[config.mk]
export PLATFORM = sky130hd
export DESIGN_NAME = cmdring_parser
export DESIGN_NICKNAME = d
export VERILOG_FILES = /design/src/rtl/cmdring_pkg.sv /design/src/rtl/cmdring_cfgchk.sv /design/src/rtl/cmdring_ptr.sv /design/src/rtl/cmdring_seq.sv /design/src/rtl/cmdring_parser.sv
export SDC_FILE = /design/constraint.sdc
export NUM_CORES = 2
export LEC_CHECK = 0
export BUFFER_PORTS_ARGS = -buffer_cell sky130_fd_sc_hd__buf_4
export CAP_MARGIN = 20
export CORE_UTILIZATION = 43
export DETAILED_ROUTE_END_ITERATION = 10
export GPL_TIMING_DRIVEN = 0
export SLEW_MARGIN = 20
export SYNTH_ARGS = -nofsm -noshare
export SYNTH_HDL_FRONTEND = slang
export SYNTH_SLANG_ARGS = --single-unit
[constraint.sdc]
create_clock -name clk -period 28.5 [get_ports clk]
set_input_delay 1.425 -clock clk [delete_from_list [all_inputs] [get_ports clk]]
set_output_delay 1.425 -clock clk [all_outputs]
set_load 0.05 [all_outputs]
[src/rtl/cmdring_pkg.sv]
package cmdring_pkg;

  typedef enum logic [1:0] {
    K_DRAW   = 2'd0,
    K_CURSOR = 2'd1,
    K_SKIP   = 2'd2,
    K_BAD    = 2'd3
  } op_kind_e;

  localparam logic [31:0] OPC_UPDATE   = 32'd1;
  localparam logic [31:0] OPC_FILL     = 32'd2;
  localparam logic [31:0] OPC_COPY     = 32'd3;
  localparam logic [31:0] OPC_ROP_FILL = 32'd13;
  localparam logic [31:0] OPC_ROP_COPY = 32'd14;
  localparam logic [31:0] OPC_CURSOR   = 32'd19;
  localparam logic [31:0] OPC_UPDATE_V = 32'd25;
  localparam logic [31:0] OPC_BLEND    = 32'd28;

  function automatic op_kind_e op_kind(input logic [31:0] w);
    case (w)
      OPC_UPDATE, OPC_UPDATE_V, OPC_FILL, OPC_COPY: op_kind = K_DRAW;
      OPC_CURSOR:                                   op_kind = K_CURSOR;
      OPC_ROP_FILL, OPC_ROP_COPY, OPC_BLEND:        op_kind = K_SKIP;
      default:                                      op_kind = K_BAD;
    endcase
  endfunction

  // Words after the opcode; for the cursor this is the header only.
  function automatic logic [31:0] op_words(input logic [31:0] w);
    case (w)
      OPC_UPDATE, OPC_UPDATE_V: op_words = 32'd4;
      OPC_FILL:                 op_words = 32'd5;
      OPC_COPY:                 op_words = 32'd6;
      OPC_ROP_FILL:             op_words = 32'd6;
      OPC_ROP_COPY:             op_words = 32'd7;
      OPC_CURSOR:               op_words = 32'd7;
      OPC_BLEND:                op_words = 32'd12;
      default:                  op_words = 32'd0;
    endcase
  endfunction

endpackage

[src/rtl/cmdring_cfgchk.sv]
module cmdring_cfgchk #(
  parameter int OFS_W      = 17,
  parameter int RING_BYTES = 65536,
  parameter int HDR_BYTES  = 16,
  parameter int MIN_SPAN   = 10240
) (
  input  logic [OFS_W-1:0] lo_i,
  input  logic [OFS_W-1:0] hi_i,
  input  logic [OFS_W-1:0] rd_i,
  input  logic [OFS_W-1:0] wr_i,
  output logic             ok_o
);
  logic [31:0] lo, hi, rd, wr;
  logic        aligned, lo_fit, hi_fit, span_fit, rd_fit, wr_fit;

  always_comb begin
    lo       = 32'(lo_i);
    hi       = 32'(hi_i);
    rd       = 32'(rd_i);
    wr       = 32'(wr_i);
    aligned  = ((lo_i | hi_i | rd_i | wr_i) & OFS_W'(3)) == '0;
    lo_fit   = lo >= 32'(HDR_BYTES);
    hi_fit   = hi <= 32'(RING_BYTES);
    span_fit = hi >= lo + 32'(MIN_SPAN);
    rd_fit   = (rd >= lo) && (rd < hi);
    wr_fit   = (wr >= lo) && (wr < hi);
    ok_o     = aligned && lo_fit && hi_fit && span_fit && rd_fit && wr_fit;
  end
endmodule

[src/rtl/cmdring_ptr.sv]
module cmdring_ptr #(
  parameter int OFS_W = 17,
  localparam int AVW  = OFS_W - 1
) (
  input  logic             clk,
  input  logic             rst,
  input  logic             commit,
  input  logic             commit_ok,
  input  logic [OFS_W-1:0] lo_i,
  input  logic [OFS_W-1:0] hi_i,
  input  logic [OFS_W-1:0] rd_init_i,
  input  logic [OFS_W-1:0] wr_i,
  input  logic             enable,
  input  logic             mark,
  input  logic             adv,
  input  logic             restore,
  output logic [OFS_W-1:0] rd_q,
  output logic [OFS_W-1:0] lo_q,
  output logic [OFS_W-1:0] hi_q,
  output logic             ok_q,
  output logic [AVW-1:0]   avail
);
  logic [OFS_W-1:0] start_q;
  logic [OFS_W-1:0] rd_nxt;
  logic [OFS_W:0]   inc;
  logic [OFS_W:0]   diff;

  always_comb begin
    inc    = {1'b0, rd_q} + (OFS_W+1)'(4);
    rd_nxt = (inc >= {1'b0, hi_q}) ? lo_q : inc[OFS_W-1:0];
  end

  always_comb begin
    if (!(enable && ok_q))
      diff = '0;
    else if (wr_i >= rd_q)
      diff = {1'b0, wr_i} - {1'b0, rd_q};
    else
      diff = {1'b0, wr_i} + {1'b0, hi_q} - {1'b0, lo_q} - {1'b0, rd_q};
    avail = diff[OFS_W:2];
  end

  always_ff @(posedge clk) begin
    if (rst) begin
      ok_q    <= 1'b0;
      lo_q    <= '0;
      hi_q    <= '0;
      rd_q    <= '0;
      start_q <= '0;
    end else if (commit) begin
      ok_q <= commit_ok;
      if (commit_ok) begin
        lo_q    <= lo_i;
        hi_q    <= hi_i;
        rd_q    <= rd_init_i;
        start_q <= rd_init_i;
      end
    end else if (restore) begin
      rd_q <= start_q;
    end else begin
      if (mark) start_q <= rd_q;
      if (adv)  rd_q    <= rd_nxt;
    end
  end
endmodule

[src/rtl/cmdring_seq.sv]
module cmdring_seq
  import cmdring_pkg::*;
#(
  parameter int DW            = 32,
  parameter int MAX_ARGS      = 7,
  parameter int OFS_W         = 17,
  parameter int CUR_MASK_WORDS = 4096,
  parameter int CUR_IMG_WORDS  = 4096,
  localparam int AVW = OFS_W - 1,
  localparam int IW  = $clog2(MAX_ARGS) + 1
) (
  input  logic                   clk,
  input  logic                   rst,
  input  logic                   commit,
  input  logic                   run_ok,
  input  logic [AVW-1:0]         avail,
  input  logic [OFS_W-1:0]       wr_i,
  input  logic [DW-1:0]          rd_data,
  output logic                   rd_en,
  output logic                   mark,
  output logic                   restore,
  output logic                   cmd_valid,
  input  logic                   cmd_ready,
  output logic [7:0]             cmd_op,
  output logic [MAX_ARGS*DW-1:0] cmd_args,
  output logic                   halted
);
  typedef enum logic [2:0] {
    S_IDLE, S_OPW, S_RD, S_RDW, S_CHK, S_EMIT, S_HALT
  } st_e;

  st_e              st_q;
  op_kind_e         kind_q, kind_w;
  logic [31:0]      remain_q, need_w, avail_x;
  logic [IW-1:0]    idx_q;
  logic             cap_q, valid_q, halted_q, stalled_q;
  logic [OFS_W-1:0] snap_q;
  logic [7:0]       op_q;
  logic [DW-1:0]    args_q [MAX_ARGS];
  logic [31:0]      mask_w, img_w, payload_w;
  logic             too_big, launch;

  always_comb begin
    kind_w    = op_kind(rd_data);
    need_w    = op_words(rd_data);
    avail_x   = 32'(avail);
    mask_w    = ((args_q[3] + 32'd31) >> 5) * args_q[4];
    img_w     = ((args_q[3] * args_q[6] + 32'd31) >> 5) * args_q[4];
    payload_w = mask_w + img_w;
    too_big   = (mask_w > 32'(CUR_MASK_WORDS)) || (img_w > 32'(CUR_IMG_WORDS));
    launch    = run_ok && (avail != '0) && (!stalled_q || (wr_i != snap_q));
  end

  always_comb begin
    rd_en   = 1'b0;
    mark    = 1'b0;
    restore = 1'b0;
    case (st_q)
      S_IDLE: if (launch) begin rd_en = 1'b1; mark = 1'b1; end
      S_OPW:  if (kind_w != K_BAD && avail_x < need_w) restore = 1'b1;
      S_RD:   rd_en = 1'b1;
      S_CHK:  if (!too_big && avail_x < payload_w) restore = 1'b1;
      default: ;
    endcase
  end

  always_ff @(posedge clk) begin
    if (rst) begin
      st_q      <= S_IDLE;
      kind_q    <= K_DRAW;
      remain_q  <= '0;
      idx_q     <= '0;
      cap_q     <= 1'b0;
      valid_q   <= 1'b0;
      halted_q  <= 1'b0;
      stalled_q <= 1'b0;
      snap_q    <= '0;
      op_q      <= '0;
      for (int i = 0; i < MAX_ARGS; i++) args_q[i] <= '0;
    end else if (commit) begin
      st_q      <= S_IDLE;
      valid_q   <= 1'b0;
      halted_q  <= 1'b0;
      stalled_q <= 1'b0;
    end else begin
      case (st_q)
        S_IDLE: if (launch) begin
          for (int i = 0; i < MAX_ARGS; i++) args_q[i] <= '0;
          st_q <= S_OPW;
        end
        S_OPW: begin
          op_q   <= rd_data[7:0];
          kind_q <= kind_w;
          if (kind_w == K_BAD) begin
            halted_q <= 1'b1;
            st_q     <= S_HALT;
          end else if (avail_x < need_w) begin
            stalled_q <= 1'b1;
            snap_q    <= wr_i;
            st_q      <= S_IDLE;
          end else begin
            remain_q <= need_w;
            idx_q    <= '0;
            cap_q    <= (kind_w != K_SKIP);
            st_q     <= S_RD;
          end
        end
        S_RD: st_q <= S_RDW;
        S_RDW: begin
          for (int i = 0; i < MAX_ARGS; i++)
            if (cap_q && idx_q == IW'(i)) args_q[i] <= rd_data;
          idx_q    <= idx_q + 1'b1;
          remain_q <= remain_q - 32'd1;
          if (remain_q == 32'd1) begin
            if (kind_q == K_SKIP) begin
              stalled_q <= 1'b0;
              st_q      <= S_IDLE;
            end else if (kind_q == K_CURSOR && cap_q) begin
              st_q <= S_CHK;
            end else begin
              valid_q <= 1'b1;
              st_q    <= S_EMIT;
            end
          end else begin
            st_q <= S_RD;
          end
        end
        S_CHK: begin
          if (too_big) begin
            halted_q <= 1'b1;
            st_q     <= S_HALT;
          end else if (avail_x < payload_w) begin
            stalled_q <= 1'b1;
            snap_q    <= wr_i;
            st_q      <= S_IDLE;
          end else if (payload_w == 32'd0) begin
            valid_q <= 1'b1;
            st_q    <= S_EMIT;
          end else begin
            remain_q <= payload_w;
            cap_q    <= 1'b0;
            st_q     <= S_RD;
          end
        end
        S_EMIT: if (cmd_ready) begin
          valid_q   <= 1'b0;
          stalled_q <= 1'b0;
          st_q      <= S_IDLE;
        end
        default: st_q <= S_HALT;
      endcase
    end
  end

  for (genvar g = 0; g < MAX_ARGS; g++) begin : g_args
    assign cmd_args[g*DW +: DW] = args_q[g];
  end

  assign cmd_valid = valid_q;
  assign cmd_op    = op_q;
  assign halted    = halted_q;
endmodule

[src/rtl/cmdring_parser.sv]
module cmdring_parser #(
  parameter int RING_BYTES     = 65536,
  parameter int HDR_BYTES      = 16,
  parameter int MIN_SPAN       = 10240,
  parameter int MAX_ARGS       = 7,
  parameter int CUR_MASK_WORDS = 4096,
  parameter int CUR_IMG_WORDS  = 4096,
  localparam int DW    = 32,
  localparam int OFS_W = $clog2(RING_BYTES) + 1,
  localparam int AW    = $clog2(RING_BYTES) - 2
) (
  input  logic                   clk,
  input  logic                   rst,
  input  logic                   enable,
  input  logic                   cfg_commit,
  input  logic [OFS_W-1:0]       cfg_min,
  input  logic [OFS_W-1:0]       cfg_max,
  input  logic [OFS_W-1:0]       cfg_rd_init,
  input  logic [OFS_W-1:0]       prod_off,
  output logic                   cfg_ok,
  output logic [OFS_W-1:0]       cons_off,
  output logic                   ram_rd_en,
  output logic [AW-1:0]          ram_addr,
  input  logic [DW-1:0]          ram_rdata,
  output logic                   cmd_valid,
  input  logic                   cmd_ready,
  output logic [7:0]             cmd_op,
  output logic [MAX_ARGS*DW-1:0] cmd_args,
  output logic                   halted
);
  logic             commit_ok, mark, restore;
  logic [OFS_W-1:0] min_q, max_q;
  logic [OFS_W-2:0] avail;

  cmdring_cfgchk #(
    .OFS_W(OFS_W), .RING_BYTES(RING_BYTES),
    .HDR_BYTES(HDR_BYTES), .MIN_SPAN(MIN_SPAN)
  ) u_cfg (
    .lo_i(cfg_min), .hi_i(cfg_max), .rd_i(cfg_rd_init), .wr_i(prod_off),
    .ok_o(commit_ok)
  );

  cmdring_ptr #(.OFS_W(OFS_W)) u_ptr (
    .clk(clk), .rst(rst), .commit(cfg_commit), .commit_ok(commit_ok),
    .lo_i(cfg_min), .hi_i(cfg_max), .rd_init_i(cfg_rd_init), .wr_i(prod_off),
    .enable(enable), .mark(mark), .adv(ram_rd_en), .restore(restore),
    .rd_q(cons_off), .lo_q(min_q), .hi_q(max_q), .ok_q(cfg_ok), .avail(avail)
  );

  cmdring_seq #(
    .DW(DW), .MAX_ARGS(MAX_ARGS), .OFS_W(OFS_W),
    .CUR_MASK_WORDS(CUR_MASK_WORDS), .CUR_IMG_WORDS(CUR_IMG_WORDS)
  ) u_seq (
    .clk(clk), .rst(rst), .commit(cfg_commit), .run_ok(enable && cfg_ok),
    .avail(avail), .wr_i(prod_off), .rd_data(ram_rdata),
    .rd_en(ram_rd_en), .mark(mark), .restore(restore),
    .cmd_valid(cmd_valid), .cmd_ready(cmd_ready), .cmd_op(cmd_op),
    .cmd_args(cmd_args), .halted(halted)
  );

  assign ram_addr = cons_off[AW+1:2];
endmodule

== Yosys cells after proc, flatten, opt, wreduce, memory -nomap -nowiden ==
Memory sizes are Yosys's and may differ from the RTL's.
Cells that the tools add are included.
W data, S select, Z words.

* Register bits after elaboration: 139
* Bits in writable memories: 224
* ROM bits: 192
* Input bits: 105
* Output and inout bits: 267
* Word-level logic and storage cells: 270
* Memories kept: 3

* $add $sub $neg: 11
* Multipliers: 3
* $lt $le $gt $ge: 13
* Equal/unequal tests: 36
* Multiplexer cells: 121
* Bitwise operators: 18
* Reduce and logical (&&, ||, !) cells: 50

{| class="wikitable"
|+ Memory list
! memory !! depth !! bits a word !! read ports !! clocked after Yosys merged registers in !! write ports !! RTL line !! RTL
|-
| u_seq.args_q || 7 || 32 || 7 || 0 || 7 || cmdring_seq.sv:39 || <nowiki>logic [DW-1:0] args_q [MAX_ARGS];</nowiki>
|-
| (no name shown) || 32 || 4 || 1 || 0 || 0 || cmdring_pkg.sv:30 || <nowiki>case (w)</nowiki>
|-
| (no name shown) || 32 || 2 || 1 || 0 || 0 || cmdring_pkg.sv:20 || <nowiki>case (w)</nowiki>
|}

{| class="wikitable"
|+ Operator list
! kind !! number
|-
| $mux W32 || 20
|-
| $mux W17 || 12
|-
| $pmux W32 S3 || 1
|-
| $mux W1 || 65
|-
| $add A32 B5 Y32 const B || 2
|-
| $gt A32 B13 Y1 const B || 2
|-
| $lt A16 B32 Y1 || 2
|-
| $mul A27 B32 Y32 || 2
|-
| $ge A17 B17 Y1 || 3
|-
| $mux W18 || 2
|-
| $sub A18 B17 Y18 || 2
|-
| $lt A17 B17 Y1 || 2
|-
| $pmux W17 S2 || 1
|-
| $add A32 B32 Y32 || 1
|-
| $eq A32 B1 Y1 const B || 1
|-
| $logic_not A32 Y1 || 1
|-
| $mul A32 B32 Y32 || 1
|-
| $sub A32 B1 Y32 const B || 1
|-
| $logic_not A27 Y1 || 1
|-
| $mux W3 || 8
|-
| $ne A2 B2 Y1 const B || 11
|-
| $logic_and A1 B1 Y1 || 20
|-
| $add A17 B14 Y18 const B || 1
|-
| $add A17 B17 Y18 || 1
|-
| other kinds (43) || 89
|}

== Logic depth before layout (Yosys ltp) ==
* Depth in word-level cells: 15
* Gate-level depth with buffers: 67
* Depth with buffers taken out: 59

== By module ==
Synthesis repeated with hierarchy kept, for this count alone.

* Cell total of the unflattened synthesis: 7715
* Area, all modules: 71310.9 um2

{| class="wikitable"
|+ By module, submodules not included
! module !! instances !! cells each !! area each (um2) !! seq. area each (um2)
|-
| cmdring_seq || 1 || 6675 || 62941.6 || 8127.8
|-
| cmdring_ptr || 1 || 764 || 6144.6 || 1381.3
|-
| cmdring_cfgchk || 1 || 261 || 2113.3 || 0.0
|-
| cmdring_parser || 1 || 15 || 111.4 || 0.0
|}

== Least setup slack after synthesis ==
Ideal clock, no wire load.

* Kind: flip-flop to flip-flop
* From: memory u_seq.args_q[3][5]
* To: register u_ptr.rd_q[10]
* Setup time: 0.078 ns
* Arrival time: 15.238 ns
* Required time: 28.422 ns
* Setup slack: 13.184 ns
* Cell stages (with the launch flop): 59
* Buffers on the path: 8
* Period minus slack after synthesis: 15.316 ns
* Cells stage by stage: edfxtp_1 buf_2 clkbuf_1 clkbuf_1 nand2_1 fa_1 inv_1 fa_1 fa_1 inv_1 fa_1 inv_1 ha_1 ha_1 fa_1 fa_1 ha_1 and4_1 [23 not listed] a31o_2 a211oi_1 ha_1 clkbuf_1 a21o_1 o21bai_1 a221o_1 o21ai_0 nor3b_1 nor4b_1 and4_1 a2111oi_0 a31o_2 or2_1 clkbuf_1 buf_2 o211a_1 nor3_1

{| class="wikitable"
|+ RTL lines
! what !! RTL line !! RTL
|-
| start: declaration || cmdring_seq.sv:39 ||
|-
| end signal: assignment || cmdring_ptr.sv:55 || <nowiki>rd_q <= rd_init_i;</nowiki>
|-
| end signal: assignment || cmdring_ptr.sv:59 || <nowiki>rd_q <= start_q;</nowiki>
|-
| end signal: assignment || cmdring_ptr.sv:62 || <nowiki>if (adv) rd_q <= rd_nxt;</nowiki>
|-
| end: declaration || cmdring_ptr.sv:17 || <nowiki>output logic [OFS_W-1:0] rd_q,</nowiki>
|}

==> out/summary.json <==
{
  "drt-pass1-iter-count": {"value": 5},
  "drv_cap": {"value": 0},
  "detail_route.vias_per_cell": {"value": 5.55},
  "synth.distinct_cells": {"value": 94},
  "data_arrival_time_of_the_worst_path": {"value": 20.88, "unit": "ns"},
  "die-width": {"value": 407, "unit": "um"},
  "detail_route.iter0.violations": {"value": 4925},
  "drt_wl_total": {"value": 271000, "unit": "um"},
  "synth.cell_area": {"value": 70600, "unit": "um^2"},
  "route.vias.total": {"value": 58924},
  "globalRoute.busiestLayer": {"value": "met2"},
  "combined_area_of_the_multi_input_logic_cells": {"value": 53900, "unit": "um^2"},
  "grt_antenna_before_repair": {"value": 13},
  "worstSetupEndpointType": {"value": "flop"},
  "ios": {"value": 372},
  "slowest_stage": {"value": "sky130_fd_sc_hd__o21ai_0"},
  "cts-root-to-sink-buffers": {"value": 3},
  "detailed_placement_hpwl": {"value": 225000, "unit": "um"},
  "clk_latency": {"value": 0.60, "unit": "ns"},
  "first_global_vias": {"value": 60254},
  "run_status": {"value": "complete, no violations"},
  "final_critical_path_time_including_i_o_delays_and_setup": {"value": 20.44, "unit": "ns"},
  "wire_per_inst": {"value": 25.5, "unit": "um"},
  "synth-warning-count": {"value": 0},
  "dieArea": {"value": 166000, "unit": "um^2"},
  "setup_viol_count_final": {"value": 0},
  "layout.nets": {"value": 10292},
  "final_common_cell": {"value": "sky130_fd_sc_hd__inv_1"},
  "buffer_ports.inserted": {"value": 369},
  "clock_sinks": {"value": 363},
  "most_used_flip_flop_cell_after_synthesis": {"value": "sky130_fd_sc_hd__edfxtp_1"},
  "cts_root_buf": {"value": "sky130_fd_sc_hd__clkbuf_16"},
  "post_layout_nonfiller_instances": {"value": 10612},
  "critical_path_class": {"value": "reg -> reg"},
  "post_synth.cell_area_avg": {"value": 8.85, "unit": "um^2"},
  "path_buf_inv": {"value": 15},
  "grt_use_total": {"value": 0.324},
  "overflow": {"value": 0},
  "maxClockFrequency": {"value": 48.9, "unit": "MHz"},
  "fp.dieH": {"value": 407, "unit": "um"},
  "post_synth_edffs": {"value": 224},
  "wire_length_of_the_first_global_routing_pass": {"value": 398000, "unit": "um"},
  "timing.critical_path.required": {"value": 28.94, "unit": "ns"},
  "mostFrequentLayoutCells": {"value": "sky130_fd_sc_hd__inv_1, sky130_fd_sc_hd__nand2_1, sky130_fd_sc_hd__fa_1"},
  "core": {"value": 163000, "unit": "um^2"},
  "synthCells": {"value": 7980},
  "cts.repair.resized": {"value": 0},
  "global_route.usage.met1": {"value": 0.415},
  "grt.met2_usage": {"value": 0.524},
  "tritoncts_clock_tree": {"value": "built"},
  "met3_usage": {"value": 0.0734},
  "fillCellCount": {"value": 15899},
  "gp_congestion": {"value": 1.01},
  "area.sequential": {"value": 9510, "unit": "um^2"},
  "layout.core_utilization": {"value": 0.477},
  "clk_pin_slew": {"value": 0.06, "unit": "ns"},
  "worst_path_largest_cell_delay": {"value": 1.08, "unit": "ns"},
  "synth-seq-area-share": {"value": 0.135},
  "drcViolationCount": {"value": 0},
  "layout-area-overhead-vs-synth": {"value": 10.1, "unit": "%"},
  "startpoint_type": {"value": "flop"},
  "critPathMaxFanout": {"value": 10},
  "initial_core_utilization": {"value": 0.434},
  "synth_seq_cells": {"value": 363},
  "setup_tns": {"value": 0, "unit": "ns"},
  "max_slew_margin": {"value": 0.102},
  "postSynthNetCount": {"value": 9872},
  "rsz0062_at_grt": {"value": "false"},
  "critical-path-top-cell-by-count": {"value": "sky130_fd_sc_hd__fa_1"},
  "timing.final.crit_share": {"value": 0.717},
  "clock_skew": {"value": 0.0208, "unit": "ns"},
  "slew_violations": {"value": 0},
  "timing_hold_violations_final": {"value": 0},
  "critical_path.top_delay_family": {"value": "adder cells"},
  "holdCritPathClass": {"value": "reg -> reg"},
  "synthArstFlopShare": {"value": 0},
  "cts_buf_count": {"value": 39},
  "post_cts_hold_buffer_count": {"value": 0},
  "grt_max_degree": {"value": 33},
  "final_antenna_net_count": {"value": 0},
  "drive_gt1_frac": {"value": 0.0635},
  "htree_levels": {"value": 2},
  "std_cell_rows": {"value": 148},
  "timing_worst_slew_pin_value": {"value": 1.33, "unit": "ns"},
  "placed_cells_incl_taps": {"value": 10532},
  "cts.repair_timing.setup_buffer_count": {"value": 0}
}
## state kept, by name, indices dropped and copies added, names as in the netlist
register         flops
u_seq.cmd_op         8
u_seq.args_q       224
u_seq.stalled_q      1
u_ptr.ok_q           1
u_ptr.hi_q          17
u_seq.idx_q          4
u_seq.cmd_valid      1
u_seq.remain_q      32
u_seq.halted         1
u_ptr.rd_q          17
u_ptr.start_q       17
u_seq.snap_q        17
u_seq.kind_q         2
u_seq.cap_q          1
u_seq.st_q           3
u_ptr.lo_q          17
## synthesized netlist by cell type, drive strengths merged, types with 7 or more instances
| cell type | count | area [um^2] |
|---|---|---|
| nor3 | 98 | 495 |
| and2 | 516 | 3230 |
| ha | 531 | 6640 |
| o21bai | 13 | 97.6 |
| o211ai | 21 | 158 |
| nand3b | 9 | 67.6 |
| xor2 | 80 | 701 |
| nor2 | 296 | 1110 |
| nand2 | 1263 | 4740 |
| fa | 1256 | 25100 |
| clkbuf | 376 | 1410 |
| o21ai | 146 | 731 |
| dfxtp | 139 | 2780 |
| or4 | 8 | 60.1 |
| a21boi | 28 | 210 |
| o22ai | 22 | 138 |
| and4 | 18 | 158 |
| xnor3 | 18 | 405 |
| edfxtp | 224 | 6730 |
| nor2b | 53 | 332 |
| nand3 | 56 | 280 |
| and3 | 185 | 1160 |
| o31ai | 11 | 82.6 |
| o21a | 46 | 345 |
| nor3b | 12 | 90.1 |
| buf | 54 | 280 |
| nand4 | 38 | 244 |
| xnor2 | 226 | 1990 |
| o32ai | 8 | 70.1 |
| a21o | 87 | 653 |
| a2111oi | 16 | 168 |
| nor4b | 8 | 70.1 |
| a211oi | 40 | 323 |
| a21oi | 231 | 1170 |
| nor4 | 42 | 269 |
| a31oi | 25 | 156 |
| or2 | 13 | 81.3 |
| a311oi | 7 | 61.3 |
| inv | 1525 | 5720 |
| mux2i | 62 | 621 |
| o211a | 19 | 190 |
| nand2b | 42 | 263 |
| or3 | 15 | 93.8 |
## cell families after synthesis
logic type,synth area share
xor gates and xnor gates,0.0442
adders and majority gates,0.450
AOI/OAI and AO/OA,0.0747
DFF,0.135
buffers and inverters,0.105
muxes,0.00910
and+or+nand+nor,0.182
## worst register-to-register path: cells and delay by family, from the launching register on
kind                       cells  cell delay, ns
adders and majority gates     18            7.97
AOI/OAI and AO/OA             14            5.51
buffers and inverters         15            3.97
and+or+nand+nor               11            1.87
DFF                            1            0.71
xor gates and xnor gates       1            0.24
## final cells by class
| cell class | instances | share of cell area |
|---|---|---|
| antenna | 7 | 0.000225 |
| buffer | 430 | 0.0218 |
| clock buffer | 52 | 0.0138 |
| clock inverter | 19 | 0.00306 |
| inverter | 1525 | 0.0736 |
| multi-input combinational | 5662 | 0.693 |
| sequential | 363 | 0.122 |
| tap | 2175 | 0.0350 |
| timing repair buffer | 379 | 0.0374 |
## per-stage QoR
stage / hold slack (ns) / instance area [um^2] / setup WS (ns)
floorplan: 0.448 / 70600 / 13.18
global placement: 0.447 / 76100 / 7.67
detailed placement: 0.449 / 76400 / 8.67
CTS: 0.456 / 77700 / 8.53
global route: 0.487 / 77800 / 7.64
finish: 0.455 / 77800 / 8.06
## routing by layer
metal  share of wire  vias to the layer above
met1            0.39                    29984
met4           0.051                       18
met2            0.46                     2686
li1                -                    25620
met3           0.091                      616
met5         0.00042                        -
## final timing paths
path,from,end,slack [ns],depth (start not counted)
setup reg to reg,u_seq.args_q[3][4]$_SDFFCE_PN0P_,u_ptr.rd_q[7]$_SDFFE_PP0P_,8.06,59
hold reg to reg,u_seq.cmd_op[5]$_SDFFE_PP0P_,u_seq.cmd_op[5]$_SDFFE_PP0P_,0.46,2
setup / recovery,u_seq.args_q[3][4]$_SDFFCE_PN0P_,u_ptr.rd_q[7]$_SDFFE_PP0P_,8.06,59
hold / removal,u_seq.cmd_op[5]$_SDFFE_PP0P_,u_seq.cmd_op[5]$_SDFFE_PP0P_,0.46,2
Power is not shown: default switching activity piles up to over one toggle a cycle in this logic, so the estimate is an artifact.
